<file path="src/rtl/gps_rtc_pkg.sv">
package gps_rtc_pkg;
  localparam int WEEK_W_D       = 16;
  localparam int TOW_W_D        = 20;
  localparam int FRAC_W_D       = 15;
  localparam int SEC_PER_WEEK_D = 604800;
  localparam int AUX_SEC_W_D    = 16;
  localparam int AUX_FRAC_W_D   = 8;

  // Highest value a counter stage holds; modulus 0 means a full binary range.
  function automatic longint stage_last(int w, int modulus);
    return (modulus == 0) ? ((longint'(1) << w) - 1) : (longint'(modulus) - 1);
  endfunction
endpackage

</file>
<file path="src/rtl/gps_rtc_stage.sv">
module gps_rtc_stage
  import gps_rtc_pkg::*;
#(
  parameter int W       = 8,
  parameter int MODULUS = 0
) (
  input  logic         clk,
  input  logic         rst_n,
  input  logic         load,
  input  logic [W-1:0] ld_val,
  input  logic         inc,
  output logic [W-1:0] val
);
  localparam logic [W-1:0] LAST = W'(stage_last(W, MODULUS));

  logic [W-1:0] ld_safe;
  logic [W-1:0] stepped;

  generate
    if (MODULUS == 0) begin : g_binary
      // Full binary range: wrap by overflow, every load value is legal.
      assign ld_safe = ld_val;
      assign stepped = val + W'(1);
    end else begin : g_modulo
      // Explicit modulus: wrap at LAST, out-of-range loads clamp to zero.
      assign ld_safe = (ld_val > LAST) ? '0 : ld_val;
      assign stepped = (val == LAST) ? '0 : val + W'(1);
    end
  endgenerate

  always_ff @(posedge clk or negedge rst_n) begin
    if (!rst_n)     val <= '0;
    else if (load)  val <= ld_safe;
    else if (inc)   val <= stepped;
  end
endmodule

</file>
<file path="src/rtl/gps_time_chain.sv">
module gps_time_chain
  import gps_rtc_pkg::*;
#(
  parameter int WEEK_W       = WEEK_W_D,
  parameter int TOW_W        = TOW_W_D,
  parameter int FRAC_W       = FRAC_W_D,
  parameter int SEC_PER_WEEK = SEC_PER_WEEK_D
) (
  input  logic              clk,
  input  logic              rst_n,
  input  logic              tick,
  input  logic              load,
  input  logic [WEEK_W-1:0] ld_week,
  input  logic [TOW_W-1:0]  ld_tow,
  input  logic [FRAC_W-1:0] ld_frac,
  output logic [WEEK_W-1:0] week,
  output logic [TOW_W-1:0]  tow,
  output logic [FRAC_W-1:0] frac,
  output logic              advanced
);
  localparam logic [FRAC_W-1:0] FRAC_LAST = FRAC_W'(stage_last(FRAC_W, 0));
  localparam logic [TOW_W-1:0]  TOW_LAST  = TOW_W'(stage_last(TOW_W, SEC_PER_WEEK));

  logic tow_inc;
  logic week_inc;

  assign tow_inc  = tick && (frac == FRAC_LAST);
  assign week_inc = tow_inc && (tow == TOW_LAST);

  gps_rtc_stage #(.W(FRAC_W), .MODULUS(0)) i_frac (
    .clk(clk), .rst_n(rst_n), .load(load), .ld_val(ld_frac), .inc(tick), .val(frac)
  );

  gps_rtc_stage #(.W(TOW_W), .MODULUS(SEC_PER_WEEK)) i_tow (
    .clk(clk), .rst_n(rst_n), .load(load), .ld_val(ld_tow), .inc(tow_inc), .val(tow)
  );

  gps_rtc_stage #(.W(WEEK_W), .MODULUS(0)) i_week (
    .clk(clk), .rst_n(rst_n), .load(load), .ld_val(ld_week), .inc(week_inc), .val(week)
  );

  // Marks that the current value was reached by counting, not by loading.
  always_ff @(posedge clk or negedge rst_n) begin
    if (!rst_n) advanced <= 1'b0;
    else        advanced <= tick && !load;
  end
endmodule

</file>
<file path="src/rtl/gps_aux_timer.sv">
module gps_aux_timer
  import gps_rtc_pkg::*;
#(
  parameter int SEC_W  = AUX_SEC_W_D,
  parameter int FRAC_W = AUX_FRAC_W_D
) (
  input  logic              clk,
  input  logic              rst_n,
  input  logic              tick,
  input  logic              load,
  input  logic [SEC_W-1:0]  ld_sec,
  input  logic [FRAC_W-1:0] ld_frac,
  output logic [SEC_W-1:0]  sec,
  output logic [FRAC_W-1:0] frac
);
  localparam logic [FRAC_W-1:0] FRAC_LAST = FRAC_W'(stage_last(FRAC_W, 0));

  logic sec_inc;
  assign sec_inc = tick && (frac == FRAC_LAST);

  gps_rtc_stage #(.W(FRAC_W), .MODULUS(0)) i_frac (
    .clk(clk), .rst_n(rst_n), .load(load), .ld_val(ld_frac), .inc(tick), .val(frac)
  );

  gps_rtc_stage #(.W(SEC_W), .MODULUS(0)) i_sec (
    .clk(clk), .rst_n(rst_n), .load(load), .ld_val(ld_sec), .inc(sec_inc), .val(sec)
  );
endmodule

</file>
<file path="src/rtl/gps_alarm.sv">
module gps_alarm #(
  parameter int TOW_W  = 20,
  parameter int FRAC_W = 15
) (
  input  logic              clk,
  input  logic              rst_n,
  input  logic              wr,
  input  logic [TOW_W-1:0]  cmp_tow_in,
  input  logic [FRAC_W-1:0] cmp_frac_in,
  input  logic              en,
  input  logic              clr,
  input  logic              advanced,
  input  logic [TOW_W-1:0]  tow,
  input  logic [FRAC_W-1:0] frac,
  output logic              irq
);
  logic [TOW_W-1:0]  cmp_tow;
  logic [FRAC_W-1:0] cmp_frac;
  logic              hit;

  always_ff @(posedge clk or negedge rst_n) begin
    if (!rst_n) begin
      cmp_tow  <= '0;
      cmp_frac <= '0;
    end else if (wr) begin
      cmp_tow  <= cmp_tow_in;
      cmp_frac <= cmp_frac_in;
    end
  end

  // A hit needs the time to have been counted into the compare value.
  assign hit = en && advanced && (tow == cmp_tow) && (frac == cmp_frac);

  always_ff @(posedge clk or negedge rst_n) begin
    if (!rst_n)   irq <= 1'b0;
    else if (hit) irq <= 1'b1;
    else if (clr) irq <= 1'b0;
  end
endmodule

</file>
<file path="src/rtl/gps_snap.sv">
module gps_snap #(
  parameter int W = 8
) (
  input  logic         clk,
  input  logic         rst_n,
  input  logic         cap,
  input  logic [W-1:0] d,
  output logic [W-1:0] q
);
  always_ff @(posedge clk or negedge rst_n) begin
    if (!rst_n)   q <= '0;
    else if (cap) q <= d;
  end
endmodule

</file>
<file path="src/rtl/gps_rtc_top.sv">
module gps_rtc_top
  import gps_rtc_pkg::*;
#(
  parameter int WEEK_W       = WEEK_W_D,
  parameter int TOW_W        = TOW_W_D,
  parameter int FRAC_W       = FRAC_W_D,
  parameter int SEC_PER_WEEK = SEC_PER_WEEK_D,
  parameter int AUX_SEC_W    = AUX_SEC_W_D,
  parameter int AUX_FRAC_W   = AUX_FRAC_W_D
) (
  input  logic                  clk,
  input  logic                  rst_n,
  input  logic                  tick,
  input  logic                  load,
  input  logic [WEEK_W-1:0]     ld_week,
  input  logic [TOW_W-1:0]      ld_tow,
  input  logic [FRAC_W-1:0]     ld_frac,
  input  logic                  capture,
  output logic [WEEK_W-1:0]     snap_week,
  output logic [TOW_W-1:0]      snap_tow,
  output logic [FRAC_W-1:0]     snap_frac,
  input  logic                  aux_tick,
  input  logic                  aux_load,
  input  logic [AUX_SEC_W-1:0]  aux_ld_sec,
  input  logic [AUX_FRAC_W-1:0] aux_ld_frac,
  output logic [AUX_SEC_W-1:0]  snap_aux_sec,
  output logic [AUX_FRAC_W-1:0] snap_aux_frac,
  input  logic                  alarm_wr,
  input  logic [TOW_W-1:0]      alarm_tow,
  input  logic [FRAC_W-1:0]     alarm_frac,
  input  logic                  alarm_en,
  input  logic                  irq_clr,
  output logic                  irq
);
  localparam int MAIN_W = WEEK_W + TOW_W + FRAC_W;
  localparam int AUX_W  = AUX_SEC_W + AUX_FRAC_W;
  localparam int SNAP_W = MAIN_W + AUX_W;

  logic [WEEK_W-1:0]     cur_week;
  logic [TOW_W-1:0]      cur_tow;
  logic [FRAC_W-1:0]     cur_frac;
  logic                  advanced;
  logic [AUX_SEC_W-1:0]  aux_sec;
  logic [AUX_FRAC_W-1:0] aux_frac;
  logic [SNAP_W-1:0]     snap_q;

  gps_time_chain #(
    .WEEK_W(WEEK_W), .TOW_W(TOW_W), .FRAC_W(FRAC_W), .SEC_PER_WEEK(SEC_PER_WEEK)
  ) i_chain (
    .clk(clk), .rst_n(rst_n), .tick(tick), .load(load),
    .ld_week(ld_week), .ld_tow(ld_tow), .ld_frac(ld_frac),
    .week(cur_week), .tow(cur_tow), .frac(cur_frac), .advanced(advanced)
  );

  gps_aux_timer #(.SEC_W(AUX_SEC_W), .FRAC_W(AUX_FRAC_W)) i_aux (
    .clk(clk), .rst_n(rst_n), .tick(aux_tick), .load(aux_load),
    .ld_sec(aux_ld_sec), .ld_frac(aux_ld_frac), .sec(aux_sec), .frac(aux_frac)
  );

  gps_alarm #(.TOW_W(TOW_W), .FRAC_W(FRAC_W)) i_alarm (
    .clk(clk), .rst_n(rst_n), .wr(alarm_wr), .cmp_tow_in(alarm_tow),
    .cmp_frac_in(alarm_frac), .en(alarm_en), .clr(irq_clr),
    .advanced(advanced), .tow(cur_tow), .frac(cur_frac), .irq(irq)
  );

  // One shadow register across both timers keeps a capture coherent.
  gps_snap #(.W(SNAP_W)) i_snap (
    .clk(clk), .rst_n(rst_n), .cap(capture),
    .d({cur_week, cur_tow, cur_frac, aux_sec, aux_frac}),
    .q(snap_q)
  );

  assign {snap_week, snap_tow, snap_frac, snap_aux_sec, snap_aux_frac} = snap_q;
endmodule

</file>
<file path="config.mk">
export PLATFORM = sky130hd
export DESIGN_NAME = gps_rtc_top
export DESIGN_NICKNAME = d
export VERILOG_FILES = /design/src/rtl/gps_rtc_pkg.sv /design/src/rtl/gps_rtc_stage.sv /design/src/rtl/gps_time_chain.sv /design/src/rtl/gps_aux_timer.sv /design/src/rtl/gps_alarm.sv /design/src/rtl/gps_snap.sv /design/src/rtl/gps_rtc_top.sv
export SDC_FILE = /design/constraint.sdc
export NUM_CORES = 1
export LEC_CHECK = 0
export BUFFER_PORTS_ARGS = -buffer_cell sky130_fd_sc_hd__buf_2
export CAP_MARGIN = 20
export CORE_MARGIN = 1
export CORE_UTILIZATION = 55
export CTS_CLUSTER_SIZE = 20
export DETAILED_ROUTE_END_ITERATION = 8
export GPL_TIMING_DRIVEN = 0
export PLACE_DENSITY = 0.81
export SLEW_MARGIN = 20
export SYNTH_ARGS = -nofsm -noshare
export SYNTH_HDL_FRONTEND = slang
export SYNTH_SLANG_ARGS = --single-unit
</file>
<file path="constraint.sdc">
create_clock -name clk -period 3.3 [get_ports clk]
set_input_delay 0.495 -clock clk [delete_from_list [all_inputs] [get_ports clk]]
set_output_delay 0.495 -clock clk [all_outputs]
set_load 0.02 [all_outputs]
</file>
# Word-level counts from Yosys, hierarchy flattened
# Cells that the tools add are included.
# W data, S select, Z words.
[classes]
n_eq_ne = 5
order_cmp = 1
reduce_logical = 14
add_sub_neg = 5
n_mux = 14
[ops]
columns = ["cell", "n"]
rows = [
  ["$mux W20", 4],
  ["$mux W16", 4],
  ["$add A16 B1 Y16 const B", 2],
  ["$mux W15", 2],
  ["$add A20 B1 Y20 const B", 1],
  ["$eq A20 B20 Y1", 1],
  ["$eq A20 B20 Y1 const B", 1],
  ["$gt A20 B20 Y1 const B", 1],
  ["$mux W8", 2],
  ["$add A15 B1 Y15 const B", 1],
  ["$eq A15 B15 Y1", 1],
  ["$eq A15 B15 Y1 const B", 1],
  ["$reduce_bool A2 Y1", 6],
  ["$add A8 B1 Y8 const B", 1],
  ["$eq A8 B8 Y1 const B", 1],
  ["$logic_and A1 B1 Y1", 7],
  ["$mux W1", 2],
  ["$logic_not A1 Y1", 1],
]
[word_totals]
regBits = 187
inputBits = 120

# Longest topological paths before layout
[depth]
word_depth = 5
ltp_mapped = 9
ltp_nobuf = 6

# Hierarchy
# Synthesis repeated with hierarchy kept, for this count alone.
[unflattened]
hier_cells = 784
area_unflattened_um2 = 9401.5
[modules_own_cells]
columns = ["mod", "n_inst", "cells_each", "area_per_inst_um2"]
rows = [
  ["gps_snap", 1, 158, 2986.6],
  ["gps_rtc_stage at i_aux.i_sec ...", 2, 99, 943.4],
  ["gps_alarm", 1, 124, 1714.1],
  ["gps_rtc_stage at i_chain.i_tow", 1, 148, 1342.5],
  ["gps_rtc_stage at i_chain.i_frac", 1, 88, 862.1],
  ["gps_rtc_stage at i_aux.i_frac", 1, 49, 450.4],
  ["gps_time_chain", 1, 15, 133.9],
  ["gps_aux_timer", 1, 4, 25.0],
]

# Least setup slack after synthesis
# Ideal clock, no wire load.
[synth_path]
path_type = "input to register"
from = "input tick"
to = "register i_chain.i_week.val[14]"
path_slack_ps = 569
arrival_ps = 2649
setup_ps = 82
required_ps = 3218
path_stages = 8
path_cell_list = "buf_2 > nand2_1 > or4_1 > clkbuf_2 > or4_1 > buf_2 > or4_1 > a31oi_1"
[synth_via]
elab_chain_cells = 3
[synth_lines]
columns = ["item", "line_no", "source"]
rows = [
  ["from (decl)", "gps_rtc_top.sv:13", "input logic tick,"],
  ["$logic_and A1 B1 Y1", "gps_time_chain.sv:27", "assign tow_inc = tick && (frac == FRAC_LAST);"],
  ["$logic_and A1 B1 Y1", "gps_time_chain.sv:28", "assign week_inc = tow_inc && (tow == TOW_LAST);"],
  ["$reduce_bool A2 Y1 (no line)", "-", ""],
  ["to (signal assigned)", "gps_rtc_stage.sv:33", "else if (load) val <= ld_safe;"],
  ["to (signal assigned)", "gps_rtc_stage.sv:34", "else if (inc) val <= stepped;"],
  ["to (decl)", "gps_rtc_stage.sv:12", "output logic [W-1:0] val"],
]
# No other way between the ends.
# A chain may end at the register's enable or synchronous reset.

# Worst setup path in the final report
[layout_path]
from = "register i_chain.i_frac.val[1]"
to = "register i_chain.i_week.val[10]"
[layout_via]
elab_chain_cells = 4
[layout_lines]
columns = ["item", "line_no"]
rows = [
  ["from (decl)", "gps_rtc_stage.sv:12"],
  ["from (signal assigned)", "gps_rtc_stage.sv:33"],
  ["from (signal assigned)", "gps_rtc_stage.sv:34"],
  ["$eq A15 B15 Y1", "gps_time_chain.sv:27"],
  ["$logic_and A1 B1 Y1", "gps_time_chain.sv:27"],
  ["$logic_and A1 B1 Y1", "gps_time_chain.sv:28"],
  ["$reduce_bool A2 Y1 (no line)", "-"],
]
# No other way between the ends.

==> out/qor.csv <==
metric;value;unit
p_seq_frac;0.461;
place_area;0.0101;mm2
tns;0;ps
skew;11.0;ps
layout_common_cells;191 x buf_2, 187 x dfrtp_1, 111 x mux2_2, 75 x nand2_1, 55 x o21ai_0;
slew_headroom;0.389;
fin_ws;284;ps
nets;1140;
rsz0062_at_grt;no;
route.vias.total;7201;
worstSkewPairLatency;440;ps
met2_usage;0.453;
synth-main-ff-cell;dfrtp_1;
tightest_slew;916;ps
grt_start_max_net_pins;98;
pwr-share-clk;0.361;
io_buffers;189;
grt.met3_usage;0.0615;
cp-startpoint;i_chain.i_frac.val[1]$_DFFE_PN0P_;
grt_busiest_layer;met2;
worstPathArrival;3350;ps
routed_via_density;5.78;
first_pass_iters;5;
switchingPower;1.79;mW
cts.sinks;187;
wl_per_cell;18.2;um
grt_pass1_vias;6981;
cts-resized-gates;0;
cts_root_buffer;clkbuf_16;
hold_viol_final;0;
critPathRequiredTime;3630;ps
power_density;569;mW/mm2
ir_drop;419;uV
ys_seq_area_frac;0.526;
ant_nets;0;
cts_setup_buffers;0;
synth-seq-cells;187;
place_ws;349;ps
reg2reg_slack;280;ps
crit_type;flip-flop to flip-flop;
drive_above_1_share;0.331;
die-area;0.0167;mm2
clkSlewWorstSetupHoldPaths;70;ps
die_w;129;um
p_leak;4.66;nW
period_needed;3020;ps
antenna_found_initial;2;
ios;196;
finalInstanceArea;0.0108;mm2
min_path_type;input port to asynchronous set/reset pin;
die_h;129;um
p_comb_frac;0.178;
p_sw_frac;0.291;
core_area;0.0158;mm2
dp_hpwl;16100;um
fmax;0.332;GHz
timing.rr.end;i_chain.i_week.val[10]$_DFFE_PN0P_;
p_total;6.14;mW
grt_overflow;0;
avgSynthCellArea;11.0;um2
synth-edff-count;0;
postSynthNetCount;931;
async_flop_share;1.00;
cts_hold_buf;0;
initialDrtViolationCount;567;
end_kind;flip-flop;
use_met1;0.392;
reg2reg_from;i_chain.i_frac.val[1]$_DFFE_PN0P_;
gp_congestion;0.916;
syn_to_final_growth;21.3;%
drc;0;
cts_made_buffers;17;
synth_area;0.00889;mm2
setup_viol;0;
cts_tree;built;
finalCritPeriodShare;0.914;
rows;46;
fin_util;0.682;
synth.distinct_cells;47;
grt_pass1_wl;36200;um
cts_max_path_buffers;2;
grt_usage;0.288;
slew_violations;0;
max_cap_viol_count;0;
internal_power;4.35;mW
start_kind;flip-flop;
crit_path_max_fanout;8;
synthCells;806;
initial_core_util;0.562;
finalWirelength;22700;um
final_common_cell;buf_2;
rr_worst_depth;8;
htree_levels;4;
status;finished, final reports clean;
yosysWarnings;0;
==> routing by layer <==
metal	part of all wire	wire, um
met1	0.44	10100
met2	0.47	10600
met3	0.067	1530
met4	0.021	476
met5	0	0
==> how the worst max path moves through the flow <==
stage,endpoint,slack (ps)
2_1_floorplan,i_chain.i_week.val[14]$_DFFE_PN0P_,570
6_report,i_chain.i_week.val[10]$_DFFE_PN0P_,280
3_3_place_gp,i_snap.q[46]$_DFFE_PN0P_,-1260
5_1_grt,i_chain.i_week.val[10]$_DFFE_PN0P_,150
4_1_cts,i_chain.i_week.val[10]$_DFFE_PN0P_,300
3_5_place_dp,i_chain.i_week.val[3]$_DFFE_PN0P_,350
==> through the flow <==
step                cells  hold WS, ps
floorplan             806          199
global placement     1211          484
detailed placement   1212          490
CTS                  1244          104
global route         1245          134
finish               1246         84.6
==> state kept, by name, indices dropped and copies added, names as in the netlist <==
register	cells
i_alarm.cmp_frac	15
i_alarm.cmp_tow	20
i_alarm.irq	1
i_aux.i_frac.val	8
i_aux.i_sec.val	16
i_chain.advanced	1
i_chain.i_frac.val	15
i_chain.i_tow.val	20
i_chain.i_week.val	16
i_snap.q	75
==> critical path, stage by stage (launching register included) <==
cell and delay [ps]:
dfrtp_1 490, ha_1 230, nand2_1 120, or4_1 480, clkbuf_2 190, or4_1 530, buf_2 180, or4_1 460
a31oi_1 230
==> Yosys cell counts, drive strengths merged, types with 12 or more instances <==
cell      n  area (um2)
mux2    111        1250
dfrtp   187        4680
or3      12        75.1
xor2     37         324
o21ai    56         280
nand3    40         213
nor2     38         143
xnor2    37         324
nand2    75         282
nand4    26         163
a31oi    16         100
clkbuf   45         170
==> layout make-up <==
class                   count  area [um2]
clock buffers              19         443
well taps                 216         270
flip-flops and latches    187        4680
multi-input cells         559        3980
fillers                  1215        5040
inverters                  12        45.0
clock inverters            13         191
diodes                      2        5.00
plain buffers              48         185
repair buffers            190         983
==> power by group through the flow <==
stage | sequential [mW] | combinational (mW) | clock [mW]
global route | 2.87 | 1.20 | 2.32
global placement | 2.85 | 1.06 | 0
CTS | 2.82 | 1.10 | 2.24
finish | 2.83 | 1.09 | 2.22
detailed placement | 2.87 | 1.09 | 0
floorplan | 2.97 | 0.515 | 0
==> cell families after synthesis <==
| group | after synthesis | share of synthesized area |
|---|---|---|
| adders and majority gates | 5 | 0.00703 |
| xor gates and xnor gates | 74 | 0.0729 |
| DFF | 187 | 0.526 |
| AOI/OAI and AO/OA | 116 | 0.0806 |
| buffers and inverters | 60 | 0.0259 |
| and+or+nand+nor | 248 | 0.141 |
| muxes | 116 | 0.146 |
(Power assumes the default switching activity.)
